**config.mk**
```make
export PLATFORM = sky130hd
export DESIGN_NAME = mmuCtlBank
export DESIGN_NICKNAME = d
export VERILOG_FILES = /design/src/rtl/mmuCtlPkg.sv /design/src/rtl/mmuCtlCtrl.sv /design/src/rtl/mmuCtlRegs.sv /design/src/rtl/mmuCtlBank.sv
export SDC_FILE = /design/constraint.sdc
export NUM_CORES = 1
export LEC_CHECK = 0
export BUFFER_PORTS_ARGS = -buffer_cell sky130_fd_sc_hd__buf_4
export CAP_MARGIN = 20
export CORE_MARGIN = 1
export CORE_UTILIZATION = 49
export DETAILED_ROUTE_END_ITERATION = 8
export GPL_TIMING_DRIVEN = 0
export PLACE_DENSITY = 0.72
export SYNTH_ARGS = -nofsm -noshare
export SYNTH_HDL_FRONTEND = slang
export SYNTH_SLANG_ARGS = --single-unit
export TNS_END_PERCENT = 50
```
**constraint.sdc**
```tcl
create_clock -name clk -period 2 [get_ports clk]
set_clock_uncertainty 0.05 [all_clocks]
set_input_delay 0.1 -clock clk [delete_from_list [all_inputs] [get_ports clk]]
set_output_delay 0.1 -clock clk [all_outputs]
set_load 0.02 [all_outputs]
```
**src/rtl/mmuCtlPkg.sv**
```systemverilog
package mmuCtlPkg;
  localparam logic [31:0] ADDR_HI   = 32'hFFFF_FFF0;
  localparam logic [31:0] ADDR_LO   = 32'hFFFF_FFF4;
  localparam logic [31:0] ADDR_BASE = 32'hFFFF_FFF8;
  localparam logic [31:0] ADDR_TEA  = 32'hFFFF_FFFC;
  localparam logic [31:0] ADDR_CTL  = 32'hFFFF_FFE0;

  typedef enum logic [2:0] {
    SEL_NONE, SEL_HI, SEL_LO, SEL_BASE, SEL_TEA, SEL_CTL
  } regSelE;

  typedef struct packed {
    logic   wrHi;
    logic   wrLo;
    logic   wrBase;
    logic   wrTea;
    logic   wrCtl;
    logic   capExc;
    logic   loadTlb;
    regSelE rdSel;
  } strobeT;
endpackage

```
**src/rtl/mmuCtlCtrl.sv**
```systemverilog
module mmuCtlCtrl
  import mmuCtlPkg::*;
#(
  parameter int ADDR_W = 32
) (
  input  logic              clk,
  input  logic              rstN,
  input  logic              busValid,
  input  logic              busWrite,
  input  logic [ADDR_W-1:0] busAddr,
  input  logic              privMode,
  input  logic              excValid,
  input  logic              ldtlbReq,
  output strobeT            strobe,
  output logic              accessFault
);
  regSelE sel;
  logic   hit, granted, wrOk;

  always_comb begin
    unique case (busAddr)
      ADDR_HI:   sel = SEL_HI;
      ADDR_LO:   sel = SEL_LO;
      ADDR_BASE: sel = SEL_BASE;
      ADDR_TEA:  sel = SEL_TEA;
      ADDR_CTL:  sel = SEL_CTL;
      default:   sel = SEL_NONE;
    endcase
  end

  assign hit     = (sel != SEL_NONE);
  assign granted = busValid && privMode && hit;
  assign wrOk    = granted && busWrite;

  always_comb begin
    // exception capture has priority over software writes to hi / tea
    strobe.wrHi    = wrOk && (sel == SEL_HI) && !excValid;
    strobe.wrLo    = wrOk && (sel == SEL_LO);
    strobe.wrBase  = wrOk && (sel == SEL_BASE);
    strobe.wrTea   = wrOk && (sel == SEL_TEA) && !excValid;
    strobe.wrCtl   = wrOk && (sel == SEL_CTL);
    strobe.capExc  = excValid;
    strobe.loadTlb = ldtlbReq;
    strobe.rdSel   = (granted && !busWrite) ? sel : SEL_NONE;
  end

  always_ff @(posedge clk or negedge rstN) begin
    if (!rstN) accessFault <= 1'b0;
    else       accessFault <= busValid && !privMode && hit;
  end
endmodule

```
**src/rtl/mmuCtlRegs.sv**
```systemverilog
module mmuCtlRegs
  import mmuCtlPkg::*;
#(
  parameter int DATA_W  = 32,
  parameter int ASID_W  = 8,
  parameter int VPN_LSB = 10,
  localparam int VPN_W  = DATA_W - VPN_LSB,
  localparam int GAP_W  = VPN_LSB - ASID_W
) (
  input  logic              clk,
  input  logic              rstN,
  input  strobeT            strobe,
  input  logic [DATA_W-1:0] busWdata,
  input  logic [DATA_W-1:0] excAddr,
  output logic [DATA_W-1:0] busRdata,
  output logic              tlbWrEn,
  output logic [VPN_W-1:0]  tlbVpn,
  output logic [ASID_W-1:0] tlbAsid,
  output logic [DATA_W-1:0] tlbPte
);
  logic [VPN_W-1:0]  vpnQ;
  logic [ASID_W-1:0] asidQ;
  logic [DATA_W-1:0] loQ, baseQ, teaQ, ctlQ;
  logic [DATA_W-1:0] hiView;

  generate
    if (GAP_W > 0) begin : gGap
      assign hiView = {vpnQ, {GAP_W{1'b0}}, asidQ};
    end else begin : gNoGap
      assign hiView = {vpnQ, asidQ};
    end
  endgenerate

  always_ff @(posedge clk or negedge rstN) begin
    if (!rstN) begin
      vpnQ  <= '0;
      asidQ <= '0;
      loQ   <= '0;
      baseQ <= '0;
      teaQ  <= '0;
      ctlQ  <= '0;
    end else begin
      if (strobe.capExc) begin
        vpnQ <= excAddr[DATA_W-1:VPN_LSB];
        teaQ <= excAddr;
      end
      if (strobe.wrHi) begin
        vpnQ  <= busWdata[DATA_W-1:VPN_LSB];
        asidQ <= busWdata[ASID_W-1:0];
      end
      if (strobe.wrTea)  teaQ  <= busWdata;
      if (strobe.wrLo)   loQ   <= busWdata;
      if (strobe.wrBase) baseQ <= busWdata;
      if (strobe.wrCtl)  ctlQ  <= busWdata;
    end
  end

  always_ff @(posedge clk or negedge rstN) begin
    if (!rstN) begin
      tlbWrEn <= 1'b0;
      tlbVpn  <= '0;
      tlbAsid <= '0;
      tlbPte  <= '0;
    end else begin
      tlbWrEn <= strobe.loadTlb;
      if (strobe.loadTlb) begin
        tlbVpn  <= vpnQ;
        tlbAsid <= asidQ;
        tlbPte  <= loQ;
      end
    end
  end

  always_comb begin
    unique case (strobe.rdSel)
      SEL_HI:   busRdata = hiView;
      SEL_LO:   busRdata = loQ;
      SEL_BASE: busRdata = baseQ;
      SEL_TEA:  busRdata = teaQ;
      SEL_CTL:  busRdata = ctlQ;
      default:  busRdata = '0;
    endcase
  end
endmodule

```
**src/rtl/mmuCtlBank.sv**
```systemverilog
module mmuCtlBank
  import mmuCtlPkg::*;
#(
  parameter int DATA_W  = 32,
  parameter int ASID_W  = 8,
  parameter int VPN_LSB = 10,
  localparam int VPN_W  = DATA_W - VPN_LSB
) (
  input  logic              clk,
  input  logic              rstN,
  input  logic              busValid,
  input  logic              busWrite,
  input  logic [DATA_W-1:0] busAddr,
  input  logic [DATA_W-1:0] busWdata,
  input  logic              privMode,
  output logic [DATA_W-1:0] busRdata,
  output logic              accessFault,
  input  logic              excValid,
  input  logic [DATA_W-1:0] excAddr,
  input  logic              ldtlbReq,
  output logic              tlbWrEn,
  output logic [VPN_W-1:0]  tlbVpn,
  output logic [ASID_W-1:0] tlbAsid,
  output logic [DATA_W-1:0] tlbPte
);
  strobeT strobe;

  mmuCtlCtrl #(.ADDR_W(DATA_W)) uCtrl (
    .clk(clk), .rstN(rstN), .busValid(busValid), .busWrite(busWrite),
    .busAddr(busAddr), .privMode(privMode), .excValid(excValid),
    .ldtlbReq(ldtlbReq), .strobe(strobe), .accessFault(accessFault)
  );

  mmuCtlRegs #(.DATA_W(DATA_W), .ASID_W(ASID_W), .VPN_LSB(VPN_LSB)) uRegs (
    .clk(clk), .rstN(rstN), .strobe(strobe), .busWdata(busWdata),
    .excAddr(excAddr), .busRdata(busRdata), .tlbWrEn(tlbWrEn),
    .tlbVpn(tlbVpn), .tlbAsid(tlbAsid), .tlbPte(tlbPte)
  );
endmodule

```
== Word-level counts from Yosys, hierarchy flattened ==
Cells that the tools add are included.
Operators by class
  eq/ne operators: 15
  multiplexer cells: 7
  reduce and logical (&&, ||, !) cells: 19
Operators by type and width (number)
  $eq A32 B32 Y1 const B: 5
  $pmux W32 S5: 1
  $mux W32: 2
  $mux W22: 2
  $pmux W3 S5: 1
  $logic_and A1 B1 Y1: 13
  $eq A3 B2 Y1 const B: 4
  $eq A3 B3 Y1 const B: 4
  $eq A3 B1 Y1 const B: 2
  $reduce_bool A2 Y1: 2
  $logic_not A1 Y1: 3
  $mux W3: 1
  $reduce_bool A3 Y1: 1
Storage, ports and cells
  register bits: 222
  bits of input ports: 103
  output and inout port bits: 96
  logic and storage cells: 52

== Logic depth before layout (Yosys ltp) ==
Gate-level depths: netlist of run 1.
  depth after elaboration: 8
  gate-level depth with buffers: 8
  gate-level depth less buffers: 4

== Modules after synthesis ==
Synthesis of run 1 repeated with hierarchy kept, for this count alone.
Second synthesis, totals
  cells, all modules: 750
  area, all modules: 10008.3 sq um
Modules (own cells, without submodules)
  mmuCtlRegs: times used 1, cells each 707, area an instance 9703.1 sq um, seq. area each 5530.3 sq um
  mmuCtlCtrl: times used 1, cells each 43, area an instance 305.3 sq um, seq. area each 25.0 sq um

== Worst setup path after synthesis of run 1 ==
No wires, ideal clock.
  path kind: input to register
  from: in busAddr[0]
  to: reg uRegs.loQ[10]
  library setup time: 0.125 ns
  arrival: 1.969 ns
  data required time: 1.825 ns
  setup slack: -0.144 ns
  stages: 7
  buffers on the path: 3
  cells stage by stage: nand4b_1 -> or4_4 -> buf_6 -> or4_4 -> buf_6 -> buf_12 -> mux2_4
On the way
  cells in the longest elaborated chain, start to end: 6
  elaborated cells between the ends (all ways): 11
  classes of those cells: eq/ne: 6; mux: 1; reduce/logical: 4
Ends and longest elaborated chain
  start, declared: RTL line mmuCtlBank.sv:13  | input logic [DATA_W-1:0] busAddr,
  $eq A32 B32 Y1: RTL line mmuCtlCtrl.sv:21  | unique case (busAddr)
  $pmux W3 S5 *: RTL line mmuCtlCtrl.sv:21
  $reduce_bool A3 Y1: RTL line mmuCtlCtrl.sv:31  | assign hit = (sel != SEL_NONE);
  $logic_and A1 B1 Y1: RTL line mmuCtlCtrl.sv:32  | assign granted = busValid && privMode && hit;
  $logic_and A1 B1 Y1: RTL line mmuCtlCtrl.sv:33  | assign wrOk = granted && busWrite;
  $logic_and A1 B1 Y1 *: RTL line mmuCtlCtrl.sv:38  | strobe.wrLo = wrOk && (sel == SEL_LO);
  end signal, assigned: RTL line mmuCtlRegs.sv:52  | if (strobe.wrLo) loQ <= busWdata;
  end, declared: RTL line mmuCtlRegs.sv:23  | logic [DATA_W-1:0] loQ, baseQ, teaQ, ctlQ;
Every way passes the cells marked *; elsewhere a longest branch is shown, timed or not.
A chain may end at the register's enable or synchronous reset.

== Worst setup path after layout of run 1 ==
  from: in busAddr[0]
  to: out busRdata[13]
On the way
  cells in the longest elaborated chain, start to end: 8
  elaborated cells between the ends (all ways): 16
  classes of those cells: eq/ne: 10; mux: 3; reduce/logical: 3
Ends and longest elaborated chain
  $eq A32 B32 Y1: RTL line mmuCtlCtrl.sv:21
  $pmux W3 S5 *: RTL line mmuCtlCtrl.sv:21
  $reduce_bool A3 Y1: RTL line mmuCtlCtrl.sv:31
  $logic_and A1 B1 Y1: RTL line mmuCtlCtrl.sv:32
  $logic_and A1 B1 Y1: RTL line mmuCtlCtrl.sv:44  | strobe.rdSel = (granted && !busWrite) ? sel : SEL_NONE;
  $mux W3 *: RTL line mmuCtlCtrl.sv:44
  $eq A3 B3 Y1 (tied with other cells): RTL line mmuCtlRegs.sv:75  | unique case (strobe.rdSel)
  $pmux W32 S5 *: RTL line mmuCtlRegs.sv:75
  end, declared: RTL line mmuCtlBank.sv:16  | output logic [DATA_W-1:0] busRdata,
Marked as above.

==> results of run 1 <==
## registers in the layout, indices dropped and copies added (netlist names)
name and count:
uRegs.tlbPte 32, uRegs.tlbVpn 22, uRegs.asidQ 8, uRegs.vpnQ 22, uRegs.tlbWrEn 1, uCtrl.accessFault 1, uRegs.teaQ 32, uRegs.ctlQ 32
uRegs.baseQ 32, uRegs.tlbAsid 8, uRegs.loQ 32
## power breakdown
group          internal [uW]  total [uW]  leakage, uW  switching [uW]
sequential              4650        4760      0.00290             112
combinational            557        1180      0.00341             625
clock                   2260        4040     0.000338            1780
total                   7470        9990      0.00664            2520
## critical path, delay by kind of cell
family | cells | cell delay [ns]
buffers and inverters | 3 | 0.46
AND/OR/NAND/NOR | 3 | 1.25
AO/OA/AOI/OAI | 1 | 0.22
## routing by layer
metal | track usage (%) | vias up
li1 | - | 3735
met1 | 40.04 | 4411
met2 | 48.43 | 434
met3 | 4.141 | 76
met4 | 12.94 | 0
met5 | 0 | -
## area by class of cell
class | count | area, sq um
clock inverters | 7 | 40.04
fillers | 1526 | 6489
flip-flops and latches | 222 | 5555
plain buffers | 77 | 467.9
inverters | 3 | 11.26
repair buffers | 273 | 2417
multi-input cells | 540 | 4981
well taps | 275 | 344.1
clock buffers | 32 | 649.4
## through the flow
stage / hold WS (ns) / instance area (sq um) / setup slack, ns / util [%] / TNS [ns]
2_1_floorplan: -0.2456 / 10480 / -0.09553 / - / -5.432
3_3_place_gp: 0.1711 / 12290 / -0.9058 / 58.66 / -276.05
3_5_place_dp: 0.1640 / 12340 / -0.6878 / 58.87 / -78.01
4_1_cts: 0.01083 / 14390 / -0.1893 / 68.68 / -5.262
5_1_grt: 0.009690 / 14470 / -0.2248 / 69.04 / -6.204
6_report: 0.0001203 / 14470 / -0.1902 / 69.04 / -4.051
## cells by family after synthesis
group / Yosys count / synth area share (%)
flip-flops: 222 / 53.06
AND/OR/NAND/NOR: 183 / 9.070
AO/OA/AOI/OAI: 129 / 9.010
buffers and inverters: 83 / 3.621
multiplexers: 228 / 25.24
## worst max-delay path by stage
stage,start,endpoint,cells after the start
floorplan,busAddr[8],uRegs.loQ[10],7
global placement,rstN,uRegs.tlbAsid[6],1
detailed placement,busAddr[8],busRdata[31],9
CTS,busAddr[5],busRdata[4],8
global route,busAddr[0],busRdata[13],7
finish,busAddr[0],busRdata[13],7
## cells in the final DEF, fill, tap and decap left out, types with 2 or more instances in the layout
cell	count
clkinv_2	5
buf_8	3
or4_4	3
clkbuf_8	6
or2_2	22
mux2_1	6
nor2_1	68
o22ai_4	27
mux2i_1	30
a211oi_1	44
buf_1	3
nand4_1	6
or3_1	3
nand2_1	22
buf_6	35
nand3_1	3
nor4_1	44
mux2_2	162
buf_2	6
o32ai_4	2
clkinvlp_4	2
buf_12	3
clkbuf_2	10
nand4bb_1	2
o311ai_0	9
dfrtp_1	222
nand3b_1	2
clkbuf_16	28
o22ai_2	3
nor2b_1	2
clkbuf_1	52
dlygate4sd3_1	68
o211ai_1	10
mux2_4	30
buf_4	166
inv_1	3
a22oi_1	32
## timing repair
action / 4_1_cts / 5_1_grt
cloned: 3 / 0
hold endpoints to repair: 266 / 0
pin swaps: 23 / 9
gates resized for setup: 122 / 23
buffers inserted: 2 / 2
hold buffers: 68 / 0
endpoints found under the setup margin: 32 / 101
==> run_results.csv, run 1 <==
group,metric,value,unit
status,status,"complete, but fails checks",
status,violations,"negative setup slack",
detailed_routing,vias,8656,
detailed_routing,drc,0,
critical_path,critical_path_class,"input port to output pin",
worst_hold_path,min_to,"uRegs.asidQ[0]",
global_routing,grt_pass1_wl,49.83,mm
global_routing,grt_use_total,29.81,%
global_routing,grt_max_degree,117,
detailed_routing,m1WireLength,13.65,mm
detailed_routing,wl_per_cell,22.66,um
place,gp_congestion,0.8775,
die,fp-row-count,53,
power,p_leak,0.006642,uW
clock_tree,numCtsBuffers,23,
place,hpwl,21.15,mm
synth,yosysTopAreaCellShare,53.06,%
synth,syn_area_per_cell,12.39,sq um
critical_path,rr_worst_depth,2,
sta,min_period_over_period,109.5,%
power,power_density,690.2,nW/um^2
critical_path,crit_chain,"buf_6 -> nand4b_1 -> or4_4 -> or3_4 -> clkbuf_16 -> o22ai_4 -> buf_6",
critical_path,r2r-start,"uRegs.vpnQ[14]",
critical_path,r2r-end,"uRegs.vpnQ[14]",
synth,yosys-top-cells-count,"dfrtp_1, mux2_2, nor2_1",
critical_path,critPathRequiredTime,1.85,ns
die,die_w,148.2,um
place,dp.cells,1318,
detailed_routing,dr_wl_met2,15.47,mm
detailed_routing,first_pass_iters,6,
place,portBuffers,196,
clock_tree,cts_tree,"done",
global_routing,grt_overflow_total,0,
synth,ys_ff_latch,222,
detailed_routing,wl_met3,2.189,mm
synth,synth_area_leader_cell,"dfrtp_1",
critical_path,cp_max_fo,7,
synth,ys_async_sr_fraction,100.0,%
critical_path,end_kind,"output pin",
worst_hold_path,min-delay-start,"excValid",
synth,syn_area,10470,sq um
die,dieArea,21960,sq um
sta,rsz0062_at_grt,"true",
clock_tree,cts_root_buffer,"clkbuf_16",
detailed_routing,vias_per_cell,6.057,
detailed_routing,wl,32.39,mm
cells_and_area,nNetsFinal,1243,
critical_path,startpoint_type,"input port",
die,core,20960,sq um
sta,worstMarginPinSlew,0.8265,ns
cells_and_area,drive_gt1_share,44.80,%
sta,setup-violations-final,32,
clock_tree,htree_levels,1,
die,io_pins,199,
synth,seq_area_frac_synth,53.06,%
detailed_routing,drtIter0Drc,752,
sta,fin_crit,2.190,ns
sta,relSlewSlack,44.90,%
synth,synth_area_leaders,"dfrtp_1, mux2_2, mux2_4",
worst_hold_path,hold_path_depth,3,
clock_tree,clk_latency,0.51,ns
flow_run,cap_violations,0,
synth,synthFlopType,"dfrtp_1",
die,die-height,148.2,um
critical_path,cp_common_cell,"buf_6",
global_routing,antenna_found_initial,0,
synth,synth_edf_count,0,
cells_and_area,antenna_cells,0,
synth,yosysMostFrequentCell,"dfrtp_1",
cells_and_area,area_growth,38.17,%
detailed_routing,dr.max_layer_used,"met4",
power,power,9985,uW
synth,yosysWarnings,0,
synth,syn_inst,845,
clock_tree,cts.clk_slew.worst_paths,0.06,ns
critical_path,slowest_delay,0.57,ns
global_routing,grt_pass1_vias,8874,
sta,slew_viol_final,0,
clock_tree,clock_sinks,222,
sta,hold_viol_final,0,
critical_path,reg2reg_slack,1.08,ns
critical_path,cpMaxStageDelayCell,"or4_4",
power,vdd_ir_drop_max,512.9,uV
critical_path,cp.arrival,2.04,ns
synth,synth_cell_type_count,35,
worst_hold_path,min-delay-path-class,"input port to flip-flop",
detailed_routing,ant_nets,0,
clock_tree,clock_path_buffers,3,
die,start_util,49.96,%
sta,timing.fmax,456.6,MHz
sta,setup_ws,-0.1902,ns
cells_and_area,fin_cells,1429,
synth,synth_nets,948,
(Power assumes the default switching activity.)
==> run 2, diff against run 1 <==
==> constraint.sdc (replaced) <==
create_clock -name clk -period 2 [get_ports clk]
set_clock_uncertainty 0.05 [all_clocks]
set_input_delay 0.2 -clock clk [delete_from_list [all_inputs] [get_ports clk]]
set_output_delay 0.2 -clock clk [all_outputs]
set_load 0.02 [all_outputs]
==> run 2 against run 1 <==
Effect of this change:
- the flow still finishes with violations (negative setup slack)
- critical path depth grew 1
- count of clock-buffer cells in the layout increased by 6
- critical path type unchanged
- worst setup slack worse by 0.11 ns
- global-route usage barely moved
- non-clock buffer count is 2 higher
- worst hold slack better by 0.069 ns
- flip-flop and latch count stayed put
- maximum frequency decreased by 5.0%
- die area unchanged
- utilization up 0.63 points
- wire length is 0.52% lower
- combinational power about the same
==> run_results.csv, run 2 (synthesized netlist as in run 1, its figures left out) <==
group,metric,value,unit
status,status,"complete, but fails checks",
status,violations,"negative setup slack",
clock_tree,clock_sinks,222,
cells_and_area,drive_gt1_share,45.16,%
critical_path,reg2reg_slack,1.11,ns
clock_tree,clk_latency,0.52,ns
sta,min_period_over_period,115.2,%
detailed_routing,ant_nets,0,
sta,relSlewSlack,42.52,%
cells_and_area,utilization,69.66,%
sta,fin_crit,2.305,ns
cells_and_area,fin_cells,1433,
power,p_clk_share,42.1,%
power,power_frac_seq,46.4,%
die,die_w,148.2,um
global_routing,grt_overflow_total,0,
sta,rsz0062_at_grt,"true",
critical_path,startpoint,"busAddr[1]",
clock_tree,cts_tree,"done",
critical_path,cpMaxStageDelayCell,"or4_4",
power,vdd_ir_drop_max,525.4,uV
power,p_int,7778,uW
sta,hold_viol_final,0,
detailed_routing,first_pass_iters,7,
cells_and_area,final_common_cell,"dfrtp_1",
die,die-height,148.2,um
cells_and_area,final_cell_mix,"dfrtp_1, buf_4, mux2_2, nor2_1, dlygate4sd3_1",
worst_hold_path,min-delay-path-class,"input port to flip-flop",
critical_path,cp_top_family,"simple AND/OR/NAND/NOR gates",
die,fp-row-count,53,
cells_and_area,fin_area,14600,sq um
cells_and_area,nNetsFinal,1246,
place,dp.cells,1319,
power,switching_power,2497,uW
sta,setup-violations-final,32,
sta,timing.fmax,433.8,MHz
place,hpwl,21.33,mm
global_routing,grt_max_degree,122,
cells_and_area,antenna_cells,0,
global_routing,grt_pass1_wl,50.00,mm
power,power,10270,uW
detailed_routing,vias,8606,
critical_path,cp_common_cell,"buf_6",
power,p_leak,0.006695,uW
worst_hold_path,min-delay-start,"excValid",
critical_path,slowest_delay,0.57,ns
critical_path,critPathBufInv,4,
die,io_pins,199,
die,dieArea,21960,sq um
critical_path,crit_chain,"buf_6 -> nand3b_1 -> or4_4 -> or3_4 -> buf_12 -> clkbuf_16 -> o22ai_4 -> buf_6",
clock_tree,cts_root_buffer,"clkbuf_16",
place,gp_congestion,0.8674,
critical_path,cp.arrival,2.05,ns
sta,slew_viol_final,0,
worst_hold_path,hold_path_depth,3,
power,combPwrFrac,11.5,%
die,core,20960,sq um
critical_path,r2r-start,"uRegs.vpnQ[1]",
critical_path,r2r-end,"uRegs.vpnQ[1]",
power,switching_share,24.30,%
detailed_routing,drc,0,
detailed_routing,wl,32.22,mm
power,power_density,703.8,nW/um^2
critical_path,critical_path_class,"input port to output pin",
worst_hold_path,min_to,"uRegs.asidQ[7]",
critical_path,cp_max_fo,7,
global_routing,grt_pass1_vias,8846,
critical_path,critPathRequiredTime,1.75,ns
flow_run,cap_violations,0,
place,portBuffers,196,
sta,setup_ws,-0.3050,ns
detailed_routing,drtIter0Drc,736,
clock_tree,cts.clk_slew.worst_paths,0.06,ns
detailed_routing,vias_per_cell,6.006,
detailed_routing,wl_per_cell,22.48,um
critical_path,startpoint_type,"input port",
global_routing,grt_use_total,29.84,%
clock_tree,numCtsBuffers,24,
sta,worstMarginPinSlew,0.8622,ns
global_routing,antenna_found_initial,0,
cells_and_area,area_growth,39.42,%
sta,hold_ws,0.06894,ns
die,start_util,49.96,%
clock_tree,htree_levels,1,
critical_path,end_kind,"output pin",
place,placed_area,12880,sq um
clock_tree,clock_path_buffers,3,
critical_path,rr_worst_depth,2,
-- run 2: what timing repair did --
action / CTS / global route
gates resized for setup: 49 / 27
endpoints found under the hold margin: 280 / 0
setup buffers: 3 / 2
pin swaps: 6 / 7
cloned: 3 / 0
hold buffers: 67 / 0
endpoints found under the setup margin: 35 / 144
-- run 2: power groups by stage --
| stage | Combinational [uW] | Sequential, uW | Clock, uW |
|---|---|---|---|
| after global placement | 1040 | 4840 | 0 |
| after global routing | 1270 | 4780 | 4560 |
| after CTS | 1180 | 4770 | 4350 |
| after detailed placement | 1070 | 4840 | 0 |
| after floorplan | 458 | 4880 | 0 |
| final | 1190 | 4770 | 4320 |
-- run 2: cell type report --
cell class	count	area (sq um)
plain buffers	78	488.0
inverters	3	11.26
clock inverters	3	15.01
repair buffers	274	2442
fillers	1539	6357
multi-input cells	540	4987
flip-flops and latches	222	5555
well taps	275	344.1
clock buffers	38	754.5
-- run 2: worst max path at each step --
stage | end | slack (ns) | cells past startpoint
after CTS | busRdata[13] | -0.43 | 9
after detailed placement | busRdata[31] | -0.60 | 9
after floorplan | uRegs.loQ[10] | -0.20 | 7
after global placement | uRegs.tlbVpn[14] | -1.01 | 1
after global routing | busRdata[13] | -0.33 | 8
final | busRdata[13] | -0.30 | 8
-- run 2: per-stage QoR --
stage                     setup slack [ns]  TNS [ns]
after floorplan                    -0.1955    -12.14
after global placement              -1.010   -313.81
after detailed placement           -0.5959    -88.32
after CTS                          -0.4253    -12.64
after global routing               -0.3295    -10.12
final                              -0.3050    -7.935
-- run 2: layer usage --
layer,part of all wire (%),global-route usage (%),vias up
met5,0,0,-
met4,3.2,10.62,0
met3,7.5,5.429,85
met2,47,48.36,451
met1,42,40.25,4335
li1,-,-,3735
-- run 2: worst reg2reg max path: stages (launching register included) --
cell and delay (ns):
dfrtp_1 0.40, nor2_1 0.07, a211oi_1 0.27
==> run 3, diff against run 2 <==
--- a/config.mk
+++ b/config.mk
@@ -15,4 +15,3 @@
 export SYNTH_ARGS = -nofsm -noshare
 export SYNTH_HDL_FRONTEND = slang
 export SYNTH_SLANG_ARGS = --single-unit
-export TNS_END_PERCENT = 50
==> run 3 against run 2 <==
Effect of this change:
- the flow still finishes with violations (negative setup slack)
- worst setup slack got worse by 0.0057 ns
- sequential power barely moved
- largest power group unchanged
- combinational power barely moved
- maximum frequency fell by 0.25%
- die area did not move
- critical path type unchanged
==> run_results.csv, run 3 (synthesized netlist as in run 1, its figures left out) <==
group,metric,value,unit
power,switching_power,2568,uW
global_routing,grt_overflow_total,0,
sta,rsz0062_at_grt,"true",
power,power_frac_seq,45.5,%
critical_path,slowest_delay,0.58,ns
critical_path,critical_path_class,"input port to output pin",
die,die_w,148.2,um
die,core,20960,sq um
critical_path,crit_chain,"buf_6 -> nand3b_1 -> or4_4 -> or3_4 -> buf_8 -> clkbuf_16 -> o22ai_4 -> buf_6",
sta,min_period_over_period,115.5,%
place,hpwl,21.38,mm
critical_path,cp.arrival,2.06,ns
detailed_routing,ant_nets,0,
power,combPwrFrac,11.3,%
cells_and_area,n_fill_cell,1477,
clock_tree,cts_tree,"done",
status,status,"complete, but fails checks",
worst_hold_path,min-delay-start,"busValid",
die,io_pins,199,
cells_and_area,antenna_cells,0,
sta,hold_viol_final,0,
global_routing,grt_max_degree,119,
sta,slew_viol_final,0,
critical_path,cpMaxStageDelayCell,"or4_4",
sta,timing.fmax,432.8,MHz
power,p_leak,0.006751,uW
critical_path,cp_max_fo,7,
global_routing,grt_pass1_vias,8739,
detailed_routing,wl,32.29,mm
power,switching_share,24.51,%
place,portBuffers,196,
cells_and_area,seqCellArea,5555,sq um
critical_path,startpoint,"busAddr[1]",
die,die-height,148.2,um
detailed_routing,drtIter0Drc,654,
critical_path,critPathRequiredTime,1.75,ns
clock_tree,clk_latency,0.52,ns
power,power_density,714.8,nW/um^2
cells_and_area,area_growth,40.01,%
critical_path,startpoint_type,"input port",
sta,worstMarginPinSlew,0.8173,ns
power,p_int,7910,uW
critical_path,cp_common_cell,"buf_6",
global_routing,grt_use_total,29.85,%
power,vdd_ir_drop_max,490.5,uV
die,fp-row-count,53,
global_routing,antenna_found_initial,0,
detailed_routing,drc,0,
clock_tree,clock_path_buffers,3,
die,start_util,49.96,%
detailed_routing,vias,8503,
sta,relSlewSlack,45.51,%
global_routing,grt_pass1_wl,50.07,mm
detailed_routing,first_pass_iters,7,
clock_tree,clock_sinks,222,
cells_and_area,final_cell_mix,"dfrtp_1, buf_4, mux2_2, nor2_1, dlygate4sd3_1",
cells_and_area,final_common_cell,"dfrtp_1",
flow_run,cap_violations,0,
clock_tree,htree_levels,1,
critical_path,r2r-start,"uRegs.vpnQ[19]",
die,dieArea,21960,sq um
cells_and_area,fin_area,14660,sq um
place,pre_cts_ws,-0.6145,ns
sta,setup-violations-final,32,
cells_and_area,drive_gt1_share,46.11,%
detailed_routing,wl_per_cell,22.53,um
status,violations,"negative setup slack",
clock_tree,numCtsBuffers,24,
power,p_clk_share,43.2,%
worst_hold_path,min-delay-path-class,"input port to flip-flop",
critical_path,end_kind,"output pin",
sta,fin_crit,2.311,ns
detailed_routing,vias_per_cell,5.934,
sta,setup_ws,-0.3107,ns
clock_tree,cts_root_buffer,"clkbuf_16",
cells_and_area,nNetsFinal,1244,
place,placed_area,12890,sq um
place,gp_congestion,0.8504,
cells_and_area,multi_input_area,5010,sq um
clock_tree,cts.clk_slew.worst_paths,0.06,ns
[run 3: cell types whose count changed in the layout (fill, tap and decap cells not counted), moves of 2 or more]
cell,previous run,this run
buf_12,6,3
buf_2,9,6
buf_4,164,166
buf_6,38,40
buf_8,4,2
clkbuf_1,54,44
clkbuf_16,28,31
clkbuf_2,8,13
clkinv_2,3,7
o311ai_0,10,8
o311ai_1,0,2
[run 3: path summary, 6_finish.rpt]
kind / end / slack, ns / depth (start not counted)
setup / recovery: busRdata[7] / -0.31 / 8
hold / removal: uCtrl.accessFault / 0.08 / 4
setup reg to reg: uRegs.vpnQ[19] / 1.07 / 2
hold reg to reg: uRegs.ctlQ[3] / 0.45 / 1
max in group asynchronous: uRegs.tlbVpn[14] / 0.57 / 3
min in group asynchronous: uRegs.tlbWrEn / 0.26 / 2
[run 3: area by class of cell]
cell class	instances	area share, %
inverter	3	0.07682
sequential	222	37.90
multi-input combinational	540	34.18
clock inverter	9	0.5207
clock buffer	34	5.044
timing repair buffer	272	16.32
buffer	78	3.619
tap	275	2.347
[run 3: critical path: cells and delay by family]
family / cells / cell delay [ns]
buf+inv: 4 / 0.57
compound gates: 1 / 0.20
simple gates: 3 / 1.09
[run 3: through the flow]
step	hold WS [ns]	total power [uW]	util [%]	instances	setup TNS, ns
floorplan	-0.1456	5343	-	845	-10.74
global placement	0.2751	5889	61.30	1316	-306.44
detailed placement	0.2624	5908	61.51	1318	-82.69
CTS	0.05385	10530	69.90	1433	-10.66
global route	0.08085	10820	69.95	1433	-10.53
finish	0.08441	10480	69.95	1433	-8.502
[run 3: repair_timing]
item / 4_1_cts / 5_1_grt
setup buffers: 4 / 0
hold buffers: 67 / 0
gates cloned: 2 / 1
endpoints found under the setup margin: 37 / 152
endpoints found under the hold margin: 263 / 0
gates resized for setup: 58 / 26
pin swaps: 7 / 4
[run 3: metal layers]
layer  share of wire [%]  GRT usage (%)  up-vias  wire (um)
li1                    -              -     3753          -
met1                  42          40.71     4282      13650
met2                  48          48.76      419      15410
met3                 7.8          5.460       49       2524
met4                 2.2          8.557        0        703
met5                   0              0        -          0
[run 3: power by group through the flow]
| stage | Clock [uW] | Combinational, uW | Sequential (uW) |
|---|---|---|---|
| after floorplan | 0 | 460 | 4880 |
| after global placement | 0 | 1040 | 4850 |
| after detailed placement | 0 | 1060 | 4840 |
| after CTS | 4580 | 1180 | 4760 |
| after global routing | 4760 | 1270 | 4780 |
| final | 4530 | 1180 | 4770 |
